===== src/rtl/vss_pkg.sv =====
// Package: shared state and motion encodings for the VID slew sequencer.
// Assumes: state values are visible on the status port and must stay fixed.
package vss_pkg;
    typedef enum logic [2:0] {
        ST_OFF       = 3'd0,
        ST_WAIT_REF  = 3'd1,
        ST_SOFT_RAMP = 3'd2,
        ST_REGULATE  = 3'd3,
        ST_SHDN_RAMP = 3'd4,
        ST_PARKED    = 3'd5
    } vss_state_e;

    typedef enum logic [1:0] {
        MV_HOLD = 2'd0,
        MV_SLOW = 2'd1,
        MV_FAST = 2'd2
    } vss_move_e;
endpackage


===== src/rtl/vss_target_sel.sv =====
// Target selector: picks the VID word or a suspend code from a computed lookup.
// Assumes: lookup entries are SUSP_BASE + index*SUSP_STEP and fit in CODE_W bits.
module vss_target_sel #(
    parameter int CODE_W    = 6,
    parameter int SUSP_W    = 2,
    parameter int SUSP_BASE = 8,
    parameter int SUSP_STEP = 8
) (
    input  logic              susp_sel,
    input  logic [CODE_W-1:0] vid,
    input  logic [SUSP_W-1:0] susp_code,
    output logic [CODE_W-1:0] target
);
    localparam int NSUSP = 1 << SUSP_W;

    logic [CODE_W-1:0] lut [NSUSP];

    // Build one lookup entry per suspend selection.
    for (genvar i = 0; i < NSUSP; i++) begin : g_lut
        assign lut[i] = CODE_W'(SUSP_BASE + i * SUSP_STEP);
    end

    // Choose the active target source.
    always_comb begin
        target = susp_sel ? lut[susp_code] : vid;
    end
endmodule


===== src/rtl/vss_stepper.sv =====
// Code stepper: moves the DAC code one LSB toward a goal on paced ticks.
// Assumes: in slow mode a step is taken on every DIV-th tick after div_clr.
module vss_stepper
    import vss_pkg::*;
#(
    parameter int CODE_W = 6,
    parameter int DIV    = 4
) (
    input  logic              clk,
    input  logic              rst_n,
    input  vss_move_e         mode,
    input  logic              div_clr,
    input  logic              tick,
    input  logic [CODE_W-1:0] goal,
    output logic [CODE_W-1:0] code
);
    localparam int DW = (DIV > 1) ? $clog2(DIV) : 1;

    logic [DW-1:0] div_cnt;
    logic          step_ok;

    // Decide whether this cycle's tick produces a step.
    always_comb begin
        step_ok = 1'b0;
        if (tick) begin
            if (mode == MV_FAST)
                step_ok = 1'b1;
            else if (mode == MV_SLOW)
                step_ok = (div_cnt == DW'(DIV - 1));
        end
    end

    // Count slow-mode ticks between steps.
    always_ff @(posedge clk) begin
        if (!rst_n || div_clr)
            div_cnt <= '0;
        else if (tick && mode == MV_SLOW)
            div_cnt <= step_ok ? '0 : div_cnt + DW'(1);
    end

    // Move the code by one toward the goal.
    always_ff @(posedge clk) begin
        if (!rst_n)
            code <= '0;
        else if (step_ok && code < goal)
            code <= code + CODE_W'(1);
        else if (step_ok && code > goal)
            code <= code - CODE_W'(1);
    end
endmodule


===== src/rtl/vss_pgood_timer.sv =====
// Power-good timer: raises pgood after HOLD_TICKS ms ticks spent at target.
// Assumes: run is low whenever the sequencer is not regulating.
module vss_pgood_timer #(
    parameter int CODE_W     = 6,
    parameter int HOLD_TICKS = 3
) (
    input  logic              clk,
    input  logic              rst_n,
    input  logic              run,
    input  logic              at_target,
    input  logic [CODE_W-1:0] target,
    input  logic              ms_tick,
    output logic              pgood
);
    localparam int CW = $clog2(HOLD_TICKS + 1);

    logic [CW-1:0]     cnt;
    logic [CODE_W-1:0] tgt_prev;
    logic              tgt_chg;

    // Remember the last target to spot changes.
    always_ff @(posedge clk) begin
        if (!rst_n)
            tgt_prev <= '0;
        else
            tgt_prev <= target;
    end

    // Flag a target change this cycle.
    always_comb begin
        tgt_chg = (target != tgt_prev);
    end

    // Count the hold-off and latch power-good while running.
    always_ff @(posedge clk) begin
        if (!rst_n || !run) begin
            cnt   <= '0;
            pgood <= 1'b0;
        end else if (!pgood) begin
            if (!at_target || tgt_chg)
                cnt <= '0;
            else if (ms_tick) begin
                if (cnt == CW'(HOLD_TICKS - 1))
                    pgood <= 1'b1;
                else
                    cnt <= cnt + CW'(1);
            end
        end
    end
endmodule


===== src/rtl/vid_slew_seq.sv =====
// VID slew sequencer top: power-up, tracking, shutdown and fault sequencing.
// Assumes: slew_tick and ms_tick are one-cycle pulses synchronous to clk.
module vid_slew_seq
    import vss_pkg::*;
#(
    parameter int CODE_W     = 6,
    parameter int SUSP_W     = 2,
    parameter int SUSP_BASE  = 8,
    parameter int SUSP_STEP  = 8,
    parameter int SLOW_DIV   = 4,
    parameter int HOLD_TICKS = 3
) (
    input  logic              clk,
    input  logic              rst_n,
    input  logic              shdn_n,
    input  logic              susp_sel,
    input  logic [CODE_W-1:0] vid,
    input  logic [SUSP_W-1:0] susp_code,
    input  logic              ref_ready,
    input  logic              slew_tick,
    input  logic              ms_tick,
    input  logic              flt_uv,
    input  logic              flt_ov,
    input  logic              flt_ot,
    output logic [CODE_W-1:0] dac_code,
    output logic              pgood,
    output logic              lo_en,
    output logic              hi_en,
    output logic              ref_en,
    output logic [2:0]        state_o
);
    vss_state_e        st_q, st_d;
    vss_move_e         mode;
    logic [CODE_W-1:0] target, goal;
    logic              fault_any, stop, active, flt_lat, run;

    vss_target_sel #(
        .CODE_W(CODE_W), .SUSP_W(SUSP_W),
        .SUSP_BASE(SUSP_BASE), .SUSP_STEP(SUSP_STEP)
    ) u_tsel (
        .susp_sel(susp_sel), .vid(vid), .susp_code(susp_code), .target(target)
    );

    vss_stepper #(.CODE_W(CODE_W), .DIV(SLOW_DIV)) u_step (
        .clk(clk), .rst_n(rst_n), .mode(mode), .div_clr(st_d != st_q),
        .tick(slew_tick), .goal(goal), .code(dac_code)
    );

    vss_pgood_timer #(.CODE_W(CODE_W), .HOLD_TICKS(HOLD_TICKS)) u_pg (
        .clk(clk), .rst_n(rst_n), .run(run), .at_target(dac_code == target),
        .target(target), .ms_tick(ms_tick), .pgood(pgood)
    );

    // Combine fault sources and the shutdown request.
    always_comb begin
        fault_any = flt_uv | flt_ov | flt_ot;
        stop      = !shdn_n || fault_any;
        active    = (st_q == ST_WAIT_REF) || (st_q == ST_SOFT_RAMP) || (st_q == ST_REGULATE);
        run       = (st_q == ST_REGULATE) && !stop;
    end

    // Next-state logic of the sequencer.
    always_comb begin
        st_d = st_q;
        case (st_q)
            ST_OFF, ST_PARKED: if (shdn_n && !flt_lat) st_d = ST_WAIT_REF;
            ST_WAIT_REF:       if (stop) st_d = ST_SHDN_RAMP;
                               else if (ref_ready) st_d = ST_SOFT_RAMP;
            ST_SOFT_RAMP:      if (stop) st_d = ST_SHDN_RAMP;
                               else if (dac_code == target) st_d = ST_REGULATE;
            ST_REGULATE:       if (stop) st_d = ST_SHDN_RAMP;
            ST_SHDN_RAMP:      if (dac_code == '0) st_d = ST_PARKED;
            default:           st_d = ST_OFF;
        endcase
    end

    // Pick step pacing and goal for the current state.
    always_comb begin
        mode = MV_HOLD;
        goal = '0;
        case (st_q)
            ST_SOFT_RAMP: begin mode = MV_SLOW; goal = target; end
            ST_REGULATE:  begin mode = MV_FAST; goal = target; end
            ST_SHDN_RAMP: begin mode = MV_SLOW; goal = '0;     end
            default:      begin mode = MV_HOLD; goal = '0;     end
        endcase
    end

    // State register.
    always_ff @(posedge clk) begin
        if (!rst_n)
            st_q <= ST_OFF;
        else
            st_q <= st_d;
    end

    // Fault latch: set by a fault while running, cleared while shut down.
    always_ff @(posedge clk) begin
        if (!rst_n || !shdn_n)
            flt_lat <= 1'b0;
        else if (fault_any && active)
            flt_lat <= 1'b1;
    end

    // Drive enables and status from the state.
    always_comb begin
        hi_en   = (st_q == ST_SOFT_RAMP) || (st_q == ST_REGULATE) || (st_q == ST_SHDN_RAMP);
        lo_en   = !hi_en;
        ref_en  = (st_q != ST_OFF) && (st_q != ST_PARKED);
        state_o = st_q;
    end
endmodule


===== config.mk =====
export PLATFORM = sky130hd
export DESIGN_NAME = vid_slew_seq
export DESIGN_NICKNAME = d
export VERILOG_FILES = /design/src/rtl/vss_pkg.sv /design/src/rtl/vss_target_sel.sv /design/src/rtl/vss_stepper.sv /design/src/rtl/vss_pgood_timer.sv /design/src/rtl/vid_slew_seq.sv
export SDC_FILE = /design/constraint.sdc
export NUM_CORES = 1
export LEC_CHECK = 0
export CAP_MARGIN = 5
export CORE_ASPECT_RATIO = 1.2
export CORE_MARGIN = 1
export CORE_UTILIZATION = 40
export DETAILED_ROUTE_END_ITERATION = 7
export DONT_BUFFER_PORTS = 1
export PLACE_DENSITY = 0.55
export SLEW_MARGIN = 10
export SYNTH_ARGS = -nofsm -noshare
export SYNTH_HDL_FRONTEND = slang
export SYNTH_SLANG_ARGS = --single-unit

===== constraint.sdc =====
create_clock -name clk -period 4.95 [get_ports clk]
set_clock_uncertainty 0.05 [all_clocks]
set_input_delay 1.2375 -clock clk [delete_from_list [all_inputs] [get_ports clk]]
set_output_delay 1.2375 -clock clk [all_outputs]
set_load 0.1 [all_outputs]

==> results of run 1 <==
## sequential cells by signal, indices dropped and copies added, names as in the netlist
name / cells
flt_lat: 1
state_o: 3
u_pg.cnt: 2
u_pg.pgood: 1
u_pg.tgt_prev: 6
u_step.code: 6
u_step.div_cnt: 2
## synth_stat cells, types with 2 or more instances
| library cell | count | share of area [%] |
|---|---|---|
| nand2_1 | 13 | 3.0 |
| a31oi_1 | 4 | 1.5 |
| a21oi_1 | 12 | 3.6 |
| nor2b_1 | 6 | 2.3 |
| o211ai_1 | 3 | 1.4 |
| ha_1 | 15 | 11 |
| inv_1 | 11 | 2.5 |
| nor3_1 | 8 | 2.4 |
| and2_1 | 5 | 1.9 |
| xor2_1 | 5 | 2.7 |
| nand2b_1 | 7 | 2.7 |
| nor4_2 | 2 | 1.5 |
| a21o_1 | 2 | 0.91 |
| clkbuf_1 | 3 | 0.68 |
| nor2_1 | 17 | 3.9 |
| nor4_1 | 3 | 1.1 |
| a211oi_1 | 2 | 0.91 |
| or3_1 | 3 | 1.1 |
| o22ai_1 | 2 | 0.76 |
| dfxtp_1 | 21 | 26 |
| o21ai_0 | 5 | 1.5 |
| xnor2_1 | 8 | 4.3 |
| nor3b_1 | 3 | 1.4 |
| mux2i_1 | 5 | 3.0 |
| nand3_1 | 4 | 1.2 |
## worst max-delay path: stages, from the launching register on
cell and delay [ns]:
dfxtp_1 0.39, buf_4 0.28, nand2b_1 0.24, o21ai_2 0.89, inv_1 0.74
## report_power, final
group          internal (mW)  switching [mW]
logic                 0.0335          0.0909
registers              0.175         0.00645
clock network         0.0562          0.0592
total                  0.265           0.157
## layer usage
layer  vias to the layer above  wire length, um  GRT usage (%)
li1                        718                -              -
met1                       687             1556          20.57
met2                        26             1930          32.23
met3                         7              135          3.565
met4                         0               59          8.081
met5                         -                0              0
## path summary, 6_finish.rpt
kind / from / endpoint / slack (ns) / depth (start not counted)
setup reg to reg: u_step.code[2] / u_step.code[5] / 1.36 / 12
hold reg to reg: u_step.div_cnt[1] / u_step.div_cnt[1] / 0.42 / 2
hold / removal: u_step.div_cnt[1] / u_step.div_cnt[1] / 0.42 / 2
setup / recovery: state_o[1] / lo_en / 0.86 / 4
## metrics by stage
step                      power, mW  setup WS, ns  hold WS, ns  instances  instance area, sq um
final                        0.4212        0.8586       0.4198        257                  1790
after global routing         0.4368        0.5984       0.4479        257                  1790
after CTS                    0.4231        0.8505       0.4262        257                  1790
after detailed placement     0.3091        0.6252       0.4161        253                  1744
after global placement       0.3069        0.7364       0.3940        253                  1744
after floorplan              0.2972        0.1144       0.3830        197                  1648
## kinds of logic after synthesis
group	count (synthesis)
xor+xnor	13
fa+ha+maj	16
buf+inv	17
mux	7
compound gates	41
simple gates	82
flops	21
## cell type report
cell class,instances,area [sq um],area share (%)
clock buffer,3,41.29,2.306
tap,54,67.56,3.774
timing repair buffer,8,60.06,3.354
sequential,21,420.4,23.48
multi-input combinational,159,1155,64.50
inverter,11,41.29,2.306
clock inverter,1,5.005,0.2795
## layout by cell type (no fill, tap or decap), drive strengths merged, types with 5 or more instances in the layout
cell type,netlist,routed
dfxtp,21,21
inv,11,11
xnor2,8,8
mux2i,6,6
nand2b,7,7
ha,15,15
nor4,5,5
nand2,14,14
and2,5,5
a21oi,13,13
nor3,8,8
buf,3,8
nor2,18,18
o21ai,5,5
xor2,5,5
nor2b,6,6
==> impl_metrics.env, run 1 <==
export IMPL_p_leak_nw=0.7149
export IMPL_synth_ff_type="dfxtp_1"
export IMPL_cts_tree="yes"
export IMPL_cts_buffers=3
export IMPL_wl_per_cell_um=14.32
export IMPL_synth_xor_area_share_pct=6.910
export IMPL_synth_mux_area_fraction_pct=5.087
export IMPL_dp_hpwl_um=2915
export IMPL_nets=238
export IMPL_rows=25
export IMPL_dr_total_vias=1438
export IMPL_slew_violations=0
export IMPL_via_per_inst=5.595
export IMPL_area_growth_syn_to_layout_pct=8.656
export IMPL_core_sq_um=3941
export IMPL_max_slew_margin_rel_pct=24.10
export IMPL_ys_seq_elements=21
export IMPL_fin_util_pct=45.43
export IMPL_cts_setup_buffers=0
export IMPL_gp_congestion=0.8231
export IMPL_status="complete, no violations"
export IMPL_fin_crit_ns=4.091
export IMPL_synth_edf_count=0
export IMPL_min_period_over_period_pct=82.65
export IMPL_crit_type="reg -> out"
export IMPL_tightest_slew_ns=1.137
export IMPL_fp_dieArea_sq_um=4381
export IMPL_fill_cells=428
export IMPL_grtUsageTotal_pct=18.21
export IMPL_synth_cells=197
export IMPL_finalWirelength_um=3681
export IMPL_antenna_cells=0
export IMPL_endpoint_kind="output pin"
export IMPL_yosys_warnings=0
export IMPL_post_synth_cell_area_avg_sq_um=8.365
export IMPL_overflow=0
export IMPL_hold_viol=0
export IMPL_power_density_nw_per_um2=235.3
export IMPL_finalSetupTns_ns=0
export IMPL_first_iter_violations=53
export IMPL_synth_top_family_by_area="simple AND/OR/NAND/NOR gates"
export IMPL_synth_compound_area_share_pct=17.16
export IMPL_rsz0062_at_grt="false"
export IMPL_ir_drop_uv=89.02
export IMPL_worst_setup_path_start_kind="register"
export IMPL_crit_fanout=9
export IMPL_ys_seq_area_share_pct=25.51
export IMPL_pin_count=31
export IMPL_maxCapViolCount=0
export IMPL_drc=0
export IMPL_drtAntennaViolNets=0
export IMPL_setup_viol=0
export IMPL_yosys_area_share_simple_pct=28.09
export IMPL_grt_max_degree=18
export IMPL_netlist_area_sq_um=1648
export IMPL_postCtsHoldBufs=0
export IMPL_clk_latency_ns=0.27
export IMPL_async_flop_share_pct=0
export IMPL_initial_core_util_pct=41.81
export IMPL_crit_arrival_ns=2.80
export IMPL_cts_max_level=1
export IMPL_cts_sinks=21
export IMPL_post_cts_resized=0
export IMPL_die_y_um=72.31
export IMPL_syn_num_nets=231
export IMPL_fp_dieW_um=60.59
export IMPL_critPathRequiredTime_ns=3.66
export IMPL_path_clk_slew_ns=0.08
export IMPL_drt_first_pass_iters=4
export IMPL_port_buffers=0
export IMPL_clockBufferDepth=2
export IMPL_antenna_found_initial=0
export IMPL_grt_pass1_wl_um=6127
export IMPL_drive_above_1_share_pct=11.82
export IMPL_yosys_area_share_adder_pct=12.60
export IMPL_fmax_ghz=0.2444
export IMPL_ys_types=53
export IMPL_hold_class="reg -> reg"
export IMPL_clockRootBuffer="clkbuf_8"
export IMPL_grt_pass1_vias=1388
(Power assumes the default switching activity.)
==> run 2: changes to the inputs <==
Clock period 4.95 ns to 3.79 ns, I/O delays scaled along.
==> impl_metrics.env, run 2 (synthesized netlist as in run 1, its figures left out) <==
export IMPL_wl_per_cell_um=14.26
export IMPL_final_common_cell="dfxtp_1"
export IMPL_antenna_found_initial=0
export IMPL_drt_first_pass_iters=4
export IMPL_hold_viol=0
export IMPL_finalWirelength_um=3807
export IMPL_grt_max_degree=18
export IMPL_overflow=0
export IMPL_tightest_slew_ns=1.079
export IMPL_cts_buffers=3
export IMPL_die_y_um=72.31
export IMPL_fin_crit_ns=3.561
export IMPL_grtUsageTotal_pct=18.12
export IMPL_place_ws_ns=-0.04887
export IMPL_area_growth_syn_to_layout_pct=13.21
export IMPL_max_slew_margin_rel_pct=27.96
export IMPL_port_buffers=0
export IMPL_cts_sinks=21
export IMPL_cts_tree="yes"
export IMPL_fill_cells=411
export IMPL_antenna_cells=0
export IMPL_status="complete, no violations"
export IMPL_drive_above_1_share_pct=15.96
export IMPL_drtAntennaViolNets=0
export IMPL_grt_pass1_vias=1359
export IMPL_crit_arrival_ns=3.66
export IMPL_critPathRequiredTime_ns=3.89
export IMPL_initial_core_util_pct=41.81
export IMPL_hold_class="reg -> reg"
export IMPL_dr_total_vias=1446
export IMPL_min_period_over_period_pct=93.95
export IMPL_gp_congestion=0.8803
export IMPL_drc=0
export IMPL_post_cts_resized=0
export IMPL_endpoint_kind="register"
export IMPL_core_sq_um=3941
export IMPL_maxCapViolCount=0
export IMPL_dpl_instance_area_sq_um=1819
export IMPL_cts_setup_buffers=0
export IMPL_worst_setup_path_start_kind="primary input"
export IMPL_rsz0062_at_grt="false"
export IMPL_grt_pass1_wl_um=6030
export IMPL_clockBufferDepth=2
export IMPL_fp_dieW_um=60.59
export IMPL_crit_type="in -> reg"
export IMPL_cts_max_level=1
export IMPL_final_cell_mix="dfxtp_1, buf_4, nor2_1"
export IMPL_fin_area_sq_um=1866
export IMPL_clockRootBuffer="clkbuf_8"
export IMPL_fmax_ghz=0.2808
export IMPL_setup_viol=0
export IMPL_dp_hpwl_um=2998
export IMPL_via_per_inst=5.416
export IMPL_ir_drop_uv=107.1
export IMPL_nets=248
export IMPL_pin_count=31
export IMPL_rows=25
export IMPL_power_density_nw_per_um2=300.9
export IMPL_clk_latency_ns=0.26
export IMPL_p_leak_nw=0.7632
export IMPL_first_iter_violations=35
export IMPL_crit_fanout=6
export IMPL_fp_dieArea_sq_um=4381
export IMPL_slew_violations=0
export IMPL_postCtsHoldBufs=0
export IMPL_path_clk_slew_ns=0.08
export IMPL_layout_setup_ws_ns=0.2293
[run 2: changes by cell type in the layout (fill, tap and decap cells not counted), sizes merged]
cell / delta
buf: +10
[run 2: where the power goes]
part           leakage [nW]  total (mW)  internal, mW  switching (mW)
sequential            0.171       0.238         0.229         0.00893
combinational         0.567       0.174        0.0546           0.120
clock                0.0255       0.149        0.0733          0.0761
total                 0.763       0.561         0.357           0.205
[run 2: path summary, 6_finish.rpt]
| path | end | cells after the start | slack [ns] | startpoint |
|---|---|---|---|---|
| worst min register to register | u_step.div_cnt[1] | 2 | 0.42 | u_step.div_cnt[1] |
| worst min-delay path | u_step.div_cnt[1] | 2 | 0.42 | u_step.div_cnt[1] |
| worst max register to register | u_step.code[5] | 13 | 0.70 | state_o[2] |
| worst max-delay path | u_step.code[5] | 16 | 0.23 | susp_code[0] |
[run 2: metal layers]
| metal | routed length, um | global-route usage (%) | part of all wire [%] |
|---|---|---|---|
| met1 | 1656 | 21.19 | 43 |
| met2 | 1955 | 32.48 | 51 |
| met3 | 131 | 2.852 | 3.4 |
| met4 | 62 | 6.566 | 1.6 |
| met5 | 0 | 0 | 0 |
[run 2: critical path, cell delays in order]
cell      delay, ns
inv_1          0.06
ha_1           0.15
nor2_1         0.05
a21oi_2        0.15
nand2_1        0.08
ha_1           0.29
a211oi_1       0.24
a21oi_1        0.12
or3_1          0.45
ha_1           0.31
a21o_1         0.17
a21oi_1        0.17
o21ai_0        0.14
nor2_1         0.11
mux2i_1        0.10
mux2i_1        0.13
[run 2: layout make-up]
type | instances | area, sq um | area share (%)
well taps | 54 | 67.56 | 3.622
inverters | 11 | 41.29 | 2.213
clock buffers | 3 | 41.29 | 2.213
repair buffers | 18 | 135.1 | 7.243
clock inverters | 1 | 5.005 | 0.2683
multi-input cells | 159 | 1155 | 61.90
flip-flops and latches | 21 | 420.4 | 22.54
[run 2: metrics by stage]
step | power, mW | setup TNS (ns) | instances | utilization (%) | hold slack, ns
floorplan | 0.3891 | -0.01962 | 197 | - | 0.3830
global placement | 0.4141 | 0 | 263 | 46.16 | 0.3944
detailed placement | 0.4164 | -0.04887 | 263 | 46.16 | 0.4099
CTS | 0.5645 | 0 | 267 | 47.33 | 0.4226
global route | 0.5821 | 0 | 267 | 47.33 | 0.4496
finish | 0.5613 | 0 | 267 | 47.33 | 0.4168
==> run 3: changes to the inputs <==
Settings changed: CELL_PAD_IN_SITES_DETAIL_PLACEMENT from default to 1, CELL_PAD_IN_SITES_GLOBAL_PLACEMENT from default to 1, PLACE_DENSITY 0.55 to 0.7.
==> impl_metrics.env, run 3 (synthesized netlist as in run 1, its figures left out) <==
export IMPL_final_cell_mix="dfxtp_1, buf_4, nor2_1"
export IMPL_status="complete, no violations"
export IMPL_dp_hpwl_um=3675
export IMPL_min_period_over_period_pct=94.07
export IMPL_overflow=0
export IMPL_fin_util_pct=47.56
export IMPL_nets=248
export IMPL_initial_core_util_pct=41.81
export IMPL_power_uw=565.6
export IMPL_crit_arrival_ns=3.67
export IMPL_fp_dieW_um=60.59
export IMPL_clockBufferDepth=2
export IMPL_layout_setup_ws_ns=0.2247
export IMPL_pin_count=31
export IMPL_crit_fanout=4
export IMPL_antenna_found_initial=0
export IMPL_drt_first_pass_iters=4
export IMPL_maxCapViolCount=0
export IMPL_drtAntennaViolNets=0
export IMPL_path_clk_slew_ns=0.08
export IMPL_core_sq_um=3941
export IMPL_switching_power_uw=209.0
export IMPL_power_share_clock_pct=26.6
export IMPL_grt_max_degree=18
export IMPL_drive_above_1_share_pct=16.90
export IMPL_via_per_inst=5.610
export IMPL_cts_buffers=3
export IMPL_crit_type="in -> reg"
export IMPL_finalWirelength_um=4527
export IMPL_cts_max_level=1
export IMPL_port_buffers=0
export IMPL_netSwitchingFraction_pct=36.95
export IMPL_power_density_nw_per_um2=301.7
export IMPL_clockRootBuffer="clkbuf_8"
export IMPL_place_ws_ns=-0.2399
export IMPL_slew_violations=0
export IMPL_crit_reg2reg_launch="state_o[2]"
export IMPL_gp_congestion=0.7939
export IMPL_grtUsageTotal_pct=22.51
export IMPL_hold_class="reg -> reg"
export IMPL_die_y_um=72.31
export IMPL_fin_area_sq_um=1874
export IMPL_critPathLaunch="susp_code[0]"
export IMPL_area_growth_syn_to_layout_pct=13.74
export IMPL_max_slew_margin_rel_pct=28.23
export IMPL_fmax_ghz=0.2805
export IMPL_critPathRequiredTime_ns=3.89
export IMPL_antenna_cells=0
export IMPL_ir_drop_uv=209.3
export IMPL_worst_setup_path_start_kind="primary input"
export IMPL_power_frac_seq_pct=41.6
export IMPL_setup_viol=0
export IMPL_p_leak_nw=0.7656
export IMPL_tightest_slew_ns=1.075
export IMPL_rsz0062_at_grt="false"
export IMPL_final_common_cell="dfxtp_1"
export IMPL_cts_sinks=21
export IMPL_wl_per_cell_um=16.96
export IMPL_drc=0
export IMPL_combPwrFrac_pct=31.8
export IMPL_endpoint_kind="register"
export IMPL_hold_start="u_step.div_cnt[1]"
export IMPL_cts_tree="yes"
export IMPL_fin_crit_ns=3.565
export IMPL_fp_dieArea_sq_um=4381
export IMPL_postCtsHoldBufs=0
export IMPL_clk_latency_ns=0.26
export IMPL_rows=25
export IMPL_hold_viol=0
export IMPL_dr_total_vias=1498
export IMPL_grt_pass1_wl_um=7424
export IMPL_grt_pass1_vias=1597
export IMPL_dpl_instance_area_sq_um=1819
export IMPL_first_iter_violations=46
export IMPL_internal_power_uw=356.6
## run 3: cell counts in the layout (fill, tap and decap cells not counted)
No cell type changed its count.
## run 3: path summary, 6_finish.rpt
check	endpoint	slack, ns	depth (start not counted)
setup reg to reg	u_step.code[5]	0.68	13
setup / recovery	u_step.code[5]	0.22	16
hold reg to reg	u_step.div_cnt[1]	0.43	2
hold / removal	u_step.div_cnt[1]	0.43	2
## run 3: routing by layer
metal,track usage (%),share of wire (%)
met1,25.38,41
met2,43.59,55
met3,2.852,3.5
met4,4.545,0.57
met5,0,0
## run 3: layout make-up
cell class	count	area [sq um]
fillers	504	2067
multi-input cells	159	1164
well taps	54	67.56
repair buffers	18	135.1
clock inverters	1	5.005
clock buffers	3	41.29
inverters	11	41.29
flip-flops and latches	21	420.4
## run 3: per-stage QoR
stage          hold WS [ns]  setup TNS [ns]  std cells
6_report             0.4275               0        267
5_1_grt              0.4452               0        267
4_1_cts              0.4314               0        267
3_5_place_dp         0.4199         -0.3647        263
3_3_place_gp         0.3935               0        263
2_1_floorplan        0.3830        -0.01962        197
## run 3: power groups by stage
stage | logic [mW] | clock network [mW] | registers [mW]
6_report | 0.180 | 0.151 | 0.235
5_1_grt | 0.192 | 0.166 | 0.236
4_1_cts | 0.180 | 0.156 | 0.235
3_5_place_dp | 0.180 | 0 | 0.240
3_3_place_gp | 0.175 | 0 | 0.240
2_1_floorplan | 0.126 | 0 | 0.263
## run 3: timing repair
item	in CTS	in global routing
buffers inserted	0	0
resized for setup	0	3
endpoints found under the setup margin	0	3
## run 3: critical path, cell delays in order
cell and delay, ns:
inv_1 0.06, ha_1 0.14, nor2_1 0.06, a21oi_2 0.16, nand2_1 0.07, ha_1 0.31
a211oi_2 0.25, a21oi_1 0.11, or3_1 0.40, ha_1 0.32, a21o_1 0.20, a21oi_2 0.21
o21ai_1 0.12, nor2_1 0.11, mux2i_1 0.09, mux2i_1 0.12
